==> src/rtl/pkt_trailer_append.sv <==
module pkt_trailer_append #(
  parameter int LEN_W = 16,
  parameter int MAC_W = 48,
  parameter int IP_W  = 32
) (
  input  logic             clk,
  input  logic             rst_n,
  input  logic             byte_vld,
  input  logic [7:0]       byte_in,
  input  logic             pkt_end,
  input  logic [LEN_W-1:0] rx_len,
  input  logic [MAC_W-1:0] dst_mac_i,
  input  logic [IP_W-1:0]  dst_ip_i,
  output logic             fifo_we,
  output logic [7:0]       fifo_wdata,
  output logic [LEN_W-1:0] tx_len,
  output logic             tx_go,
  output logic [MAC_W-1:0] dst_mac_o,
  output logic [IP_W-1:0]  dst_ip_o
);
  localparam int              TRL_N    = 18;
  localparam int              IDX_W    = 6;
  localparam logic [IDX_W-1:0] IDX_END = IDX_W'(TRL_N - 1);
  localparam logic [LEN_W-1:0] TRL_ADD = LEN_W'(TRL_N);

  logic             busy;
  logic [IDX_W-1:0] idx;

  function automatic logic [7:0] trl_byte(input logic [IDX_W-1:0] i);
    case (i)
      6'd0:    trl_byte = 8'h0A;
      6'd1:    trl_byte = 8'h6E;
      6'd2:    trl_byte = 8'h69;
      6'd3:    trl_byte = 8'h68;
      6'd4:    trl_byte = 8'h61;
      6'd5:    trl_byte = 8'h6F;
      6'd6:    trl_byte = 8'h79;
      6'd7:    trl_byte = 8'h61;
      6'd8:    trl_byte = 8'h2C;
      6'd9:    trl_byte = 8'h64;
      6'd10:   trl_byte = 8'h6F;
      6'd11:   trl_byte = 8'h6E;
      6'd12:   trl_byte = 8'h67;
      6'd13:   trl_byte = 8'h77;
      6'd14:   trl_byte = 8'h61;
      6'd15:   trl_byte = 8'h7A;
      6'd16:   trl_byte = 8'h69;
      6'd17:   trl_byte = 8'h7E;
      default: trl_byte = 8'h00;
    endcase
  endfunction

  wire accept_end = pkt_end && !busy;

  assign fifo_we    = busy || byte_vld;
  assign fifo_wdata = busy ? trl_byte(idx) : byte_in;
  assign dst_mac_o  = dst_mac_i;
  assign dst_ip_o   = dst_ip_i;

  always_ff @(posedge clk or negedge rst_n) begin
    if (!rst_n) begin
      busy   <= 1'b0;
      idx    <= '0;
      tx_len <= '0;
      tx_go  <= 1'b0;
    end else begin
      tx_go <= 1'b0;
      if (accept_end) begin
        busy   <= 1'b1;
        idx    <= '0;
        tx_len <= rx_len + TRL_ADD;
      end else if (busy) begin
        if (idx == IDX_END) begin
          busy  <= 1'b0;
          idx   <= '0;
          tx_go <= 1'b1;
        end else begin
          idx <= idx + 1'b1;
        end
      end
    end
  end
endmodule

==> config.mk <==
export PLATFORM = sky130hd
export DESIGN_NAME = pkt_trailer_append
export DESIGN_NICKNAME = d
export VERILOG_FILES = /design/src/rtl/pkt_trailer_append.sv
export SDC_FILE = /design/constraint.sdc
export NUM_CORES = 1
export LEC_CHECK = 0
export ABC_CLOCK_PERIOD_IN_PS = 3600
export BUFFER_PORTS_ARGS = -buffer_cell sky130_fd_sc_hd__buf_2
export CAP_MARGIN = 20
export CORE_MARGIN = 10
export CORE_UTILIZATION = 27
export DETAILED_ROUTE_END_ITERATION = 8
export PLACE_DENSITY = 0.7
export SLEW_MARGIN = 20
export SYNTH_ARGS = -nofsm -noshare
export SYNTH_HDL_FRONTEND = slang
export SYNTH_SLANG_ARGS = --single-unit
==> constraint.sdc <==
create_clock -name clk -period 3.6 [get_ports clk]
set_clock_uncertainty 0.05 [all_clocks]
set_input_delay 0 -clock clk [delete_from_list [all_inputs] [get_ports clk]]
set_output_delay 0 -clock clk [all_outputs]
set_load 0.01 [all_outputs]
* Word level (Yosys, flattened, before mapping)
Memory sizes are Yosys's and may differ from the RTL's.
Cells that the tools add are included.
** Word-level totals
- Register bits after elaboration :: 24
- Bits in latches :: 0
- Bits in writable memories :: 0
- Bits in read-only memories :: 224
- Output and inout bits :: 106
- Memories :: 1
** Cells by class
- Add/sub/neg operators :: 2
- Multipliers :: 0
- Div/mod/pow operators :: 0
- Order comparisons :: 0
- Eq/ne operators :: 1
- Shifts and indexed selects :: 0
- Multiplexer cells :: 11
- Bitwise gates (word level) :: 0
- Reduce and logical (&&, ||, !) cells :: 4
** Memory list
- (name not given) :: words 32, bits a word 7, read ports 1, clocked after memory_dff 0, write ports 0, RTL line 30 : case (i)
** Operators by type and width (number)
- two-way mux 6 bit :: 3
- adder 16 x 5 -> 16 bit, second input constant :: 1
- two-way mux 8 bit :: 2
- adder 6 x 1 -> 6 bit, second input constant :: 1
- == test 6 x 5 -> 1 bit, second input constant :: 1
- two-way mux 1 bit :: 6
- nonzero test 2 bit :: 1
- logical AND 1 bit :: 1
- logical NOT 1 bit :: 1
- logical OR 1 bit :: 1

* Depth between registers and ports, before layout
- Depth after elaboration :: 4
- Mapped depth :: 6

* Least setup slack after synthesis
No wires, ideal clock.
- Path type :: register -> register
- Start point :: register idx[1]
- End point :: register idx[4]
- Arrival time :: 1.205 ns
- Required time :: 3.412 ns
- Slack :: 2.207 ns
- Cell stages (with the launch flop) :: 6
- Path buffers :: 0
- Period minus slack after synthesis :: 1.393 ns
- Cells stage by stage :: dfrtp_1 > inv_1 > ha_1 > nand3_1 > o21ai_1 > o21ai_0
** Between the ends
- Word-level cells in the longest chain between the ends :: 4
- Elaborated cells on any way between the ends :: 5
** RTL lines
- start: declaration :: RTL line 27 : logic [IDX_W-1:0] idx;
- start signal: assignment :: RTL line 78 : idx <= idx + 1'b1;
- adder 6 x 1 -> 6 bit or == test 6 x 5 -> 1 bit (tied branches) :: RTL line 78, 73
- two-way mux 6 bit (*) :: RTL line 73 : if (idx == IDX_END) begin
- two-way mux 6 bit (*) :: RTL line 72 : end else if (busy) begin
- two-way mux 6 bit (*) :: RTL line 68 : if (accept_end) begin
Mark *: on every way between the ends. The rest lies on a longest branch, timed or not. The select of a mux whose other input is x is not followed.
A chain may end at the register's enable or synchronous reset.

* Worst setup path after layout
- Start point :: register busy
- End point :: register tx_len[0]
** Between the ends
- Word-level cells in the longest chain between the ends :: 2
** RTL lines
- start: declaration :: RTL line 26 : logic busy;
- start signal: assignment :: RTL line 62 : busy <= 1'b0;
- start signal: assignment :: RTL line 69 : busy <= 1'b1;
- start signal: assignment :: RTL line 74 : busy <= 1'b0;
- logical NOT 1 bit :: RTL line 53 : wire accept_end = pkt_end && !busy;
- logical AND 1 bit :: RTL line 53
- end signal: assignment :: RTL line 71 : tx_len <= rx_len + TRL_ADD;
- end: declaration :: RTL line 16 : output logic [LEN_W-1:0] tx_len,
Every way passes these cells.

==> metrics.cfg <==
[route]
drtPass1Iterations = 6
vias_per_cell = 4.44
final_antenna_net_count = 0
first_iter_violations = 36
routed_wl_mm = 6.76
post_drt_wl_per_cell_um = 16.8
drc = 0
via_count = 1791

[worst_hold_path]
worstHoldPathType = in2reg

[sta]
worst_pin_slew_ns = 0.990
hold_violations = 0
relSlewSlack_pct = 33.8
final.min_clock_period_ns = 2.03
rsz0062_at_grt = false
fmax_mhz = 492
setup_tns_ns = 0
fin_crit_sh_pct = 56.4
setup_viol = 0
fin_ws_ns = 1.57
maxSlewViolCount = 0

[clocking]
postCtsSetupBuffers = 0
cts_buffer_depth = 2
cts_max_level = 1
cts_buffers = 3
cts_tree = yes
clk_pin_slew_ns = 0.09
cts_num_sinks = 24
clk_latency_ns = 0.27
root_buffer = clkbuf_8

[finish]
multi_input_area_um2 = 845
drive_above_1_share_pct = 23.6
regArea_um2 = 601
num_antenna_cells = 0
area_delta_synth_final_pct = 33.2
final_nets = 416
fill_cells = 742

[grt]
grtUsageMet2_pct = 18.9
grt_max_degree = 32
use_met1_pct = 9.50
grt_pass1_wl_mm = 9.87
top_usage_layer = met2
globalRouteTotalUtil_pct = 10.1
grt.overflow.total = 0
met3_usage_pct = 5.12
antenna_found_initial = 0
grt_pass1_vias = 1990

[die]
fp.coreArea_um2 = 7650
initial_core_util_pct = 27.4
rows = 32
ios = 214
die_w_um = 108
dieArea_um2 = 11700
die_h_um = 108

[pwr]
p_int_uw = 883
p_per_area_nw_per_um2 = 565
p_sw_share_pct = 44.0
power_frac_clock_pct = 11.9
switchingPower_uw = 694
leakage_nw = 1.22
peakVddDrop_mv = 0.340
seqPwrFrac_pct = 33.5
p_comb_share_pct = 54.7

[yosys]
ys_types = 38
yosysWarningCount = 0
seq_area_frac_synth_pct = 28.7
synth_top_family_by_area = buffers and inverters
avgSynthCellArea_um2 = 8.58
synth-seq-cells = 24
async_flop_share_pct = 100
synthAdderAreaFrac_pct = 3.59
synth_top_area_share_pct = 28.7
syn-num-nets = 358
synth_ff_type = dfrtp_1
synthMuxAreaShare_pct = 1.61
synth-compound-area-share_pct = 13.8
synth-edff-count = 0
synth-simple-area-share_pct = 15.5
synth_area_leader_cell = buf_4
synth_xor_area_share_pct = 5.86
netlist_top_cells_area = buf_4 (29%), dfrtp_1 (29%), nand2_1 (5.0%), xnor2_1 (4.6%), ha_1 (3.6%)
synth_cells = 244
syn_area_um2 = 2090

[placement]
place_ws_ns = 1.54
gp_congestion = 0.823
io_buffers = 53
dp_hpwl_mm = 3.57

[setup_path]
crit_path_start_kind = flip-flop
crit_path_end_kind = flip-flop
crit_type = reg2reg
critPathRequiredTime_ns = 3.70
crit_chain = inv_1 -> nand2_1 -> mux2_2
crit_family = simple AND/OR/NAND/NOR gates
cp_slowest_stage_delay_ns = 0.64
timing.critical_path.buf_inv = 1
cpMaxStageDelayCell = nand2_1
cp.arrival_ns = 2.13
path_max_fanout = 31

[run]
maxCapViolations = 0

[outcome]
status = finished clean

stage by stage:
stage | util, % | power (mW) | cells | instance area (um^2) | hold WS [ns]
final | 36.5 | 1.58 | 403 | 2790 | 0.0183
after global routing | 36.5 | 1.73 | 403 | 2790 | 0.0280
after CTS | 36.5 | 1.60 | 403 | 2790 | 0.00193
after detailed placement | 24.2 | 1.29 | 311 | 1850 | -0.0499
after global placement | 24.2 | 1.26 | 311 | 1850 | -0.0499
after floorplan | - | 1.08 | 244 | 2090 | -0.346
worst reg2reg max path: cells and delay by family, from the launching register on:
family	cells	cell delay, ns
buffers and inverters	1	0.28
flip-flops	1	0.43
multiplexers	1	0.52
AND/OR/NAND/NOR	1	0.65
power by group through the flow:
stage / clock [mW] / sequential, mW / combinational (mW)
global route: 0.211 / 0.552 / 0.962
floorplan: 0 / 0.522 / 0.557
CTS: 0.196 / 0.528 / 0.874
global placement: 0 / 0.528 / 0.736
finish: 0.187 / 0.527 / 0.862
detailed placement: 0 / 0.530 / 0.761
logic make-up (layout without fill, tap and decap cells):
logic type,count (synthesis),count (layout)
buffers and inverters,92,149
AND/OR/NAND/NOR,60,60
AO/OA/AOI/OAI,45,45
flip-flops,24,24
XOR/XNOR,14,14
adder cells (fa/ha/maj),6,6
multiplexers,3,3
worst paths after layout:
check / from / endpoint / slack (ns) / depth (start not counted)
worst max-delay path: busy / tx_len[0] / 1.57 / 3
worst min-delay path: rx_len[9] / tx_len[9] / 0.02 / 3
worst max register to register: busy / tx_len[0] / 1.57 / 3
worst min register to register: tx_len[8] / tx_len[8] / 0.43 / 2
max in group asynchronous: rst_n / idx[5] / 2.91 / 2
min in group asynchronous: rst_n / tx_len[1] / 0.21 / 2
timing repair:
| item | CTS | global route |
|---|---|---|
| hold buffers | 88 | 0 |
| hold endpoints to repair | 111 | 0 |
| resized for setup | 0 | 0 |
per-layer routing:
| metal | wire length (um) | vias to the layer above |
|---|---|---|
| li1 | - | 853 |
| met1 | 2440 | 804 |
| met2 | 3340 | 130 |
| met3 | 924 | 4 |
| met4 | 64 | 0 |
| met5 | 0 | - |
cell usage in the layout (no fill, tap or decap), types with 3 or more instances in the layout:
cell,instances
nand2_1,28
o21ai_0,11
o2bb2ai_1,7
a31oi_1,3
mux2_2,3
dfrtp_1,24
nor3_1,4
a21oi_1,6
nand3_1,3
dlygate4sd3_1,88
nor2_1,8
xnor2_1,11
nand4_1,3
ha_1,6
buf_2,53
xor2_1,3
inv_1,4
clkbuf_8,4
o21ai_1,8
flip-flops by register name, summed over array words and instances (netlist names):
signal / count
tx_len: 16
idx: 6
busy: 1
tx_go: 1
synthesized netlist by cell type (4+ instances only):
cell type  number
o21ai_1         8
xnor2_1        11
a21oi_1         6
ha_1            6
o21ai_0        11
clkbuf_1        5
nor2_1          8
buf_4          80
dfrtp_1        24
nor3_1          4
nand2_1        28
o2bb2ai_1       7
inv_1           4
cell type report:
cell class / count / share of cell area, %
multi-input cells: 128 / 30.3
well taps: 102 / 4.58
flip-flops and latches: 24 / 21.5
clock buffers: 4 / 1.97
repair buffers: 141 / 41.1
inverters: 4 / 0.538
(Power assumes the default switching activity.)
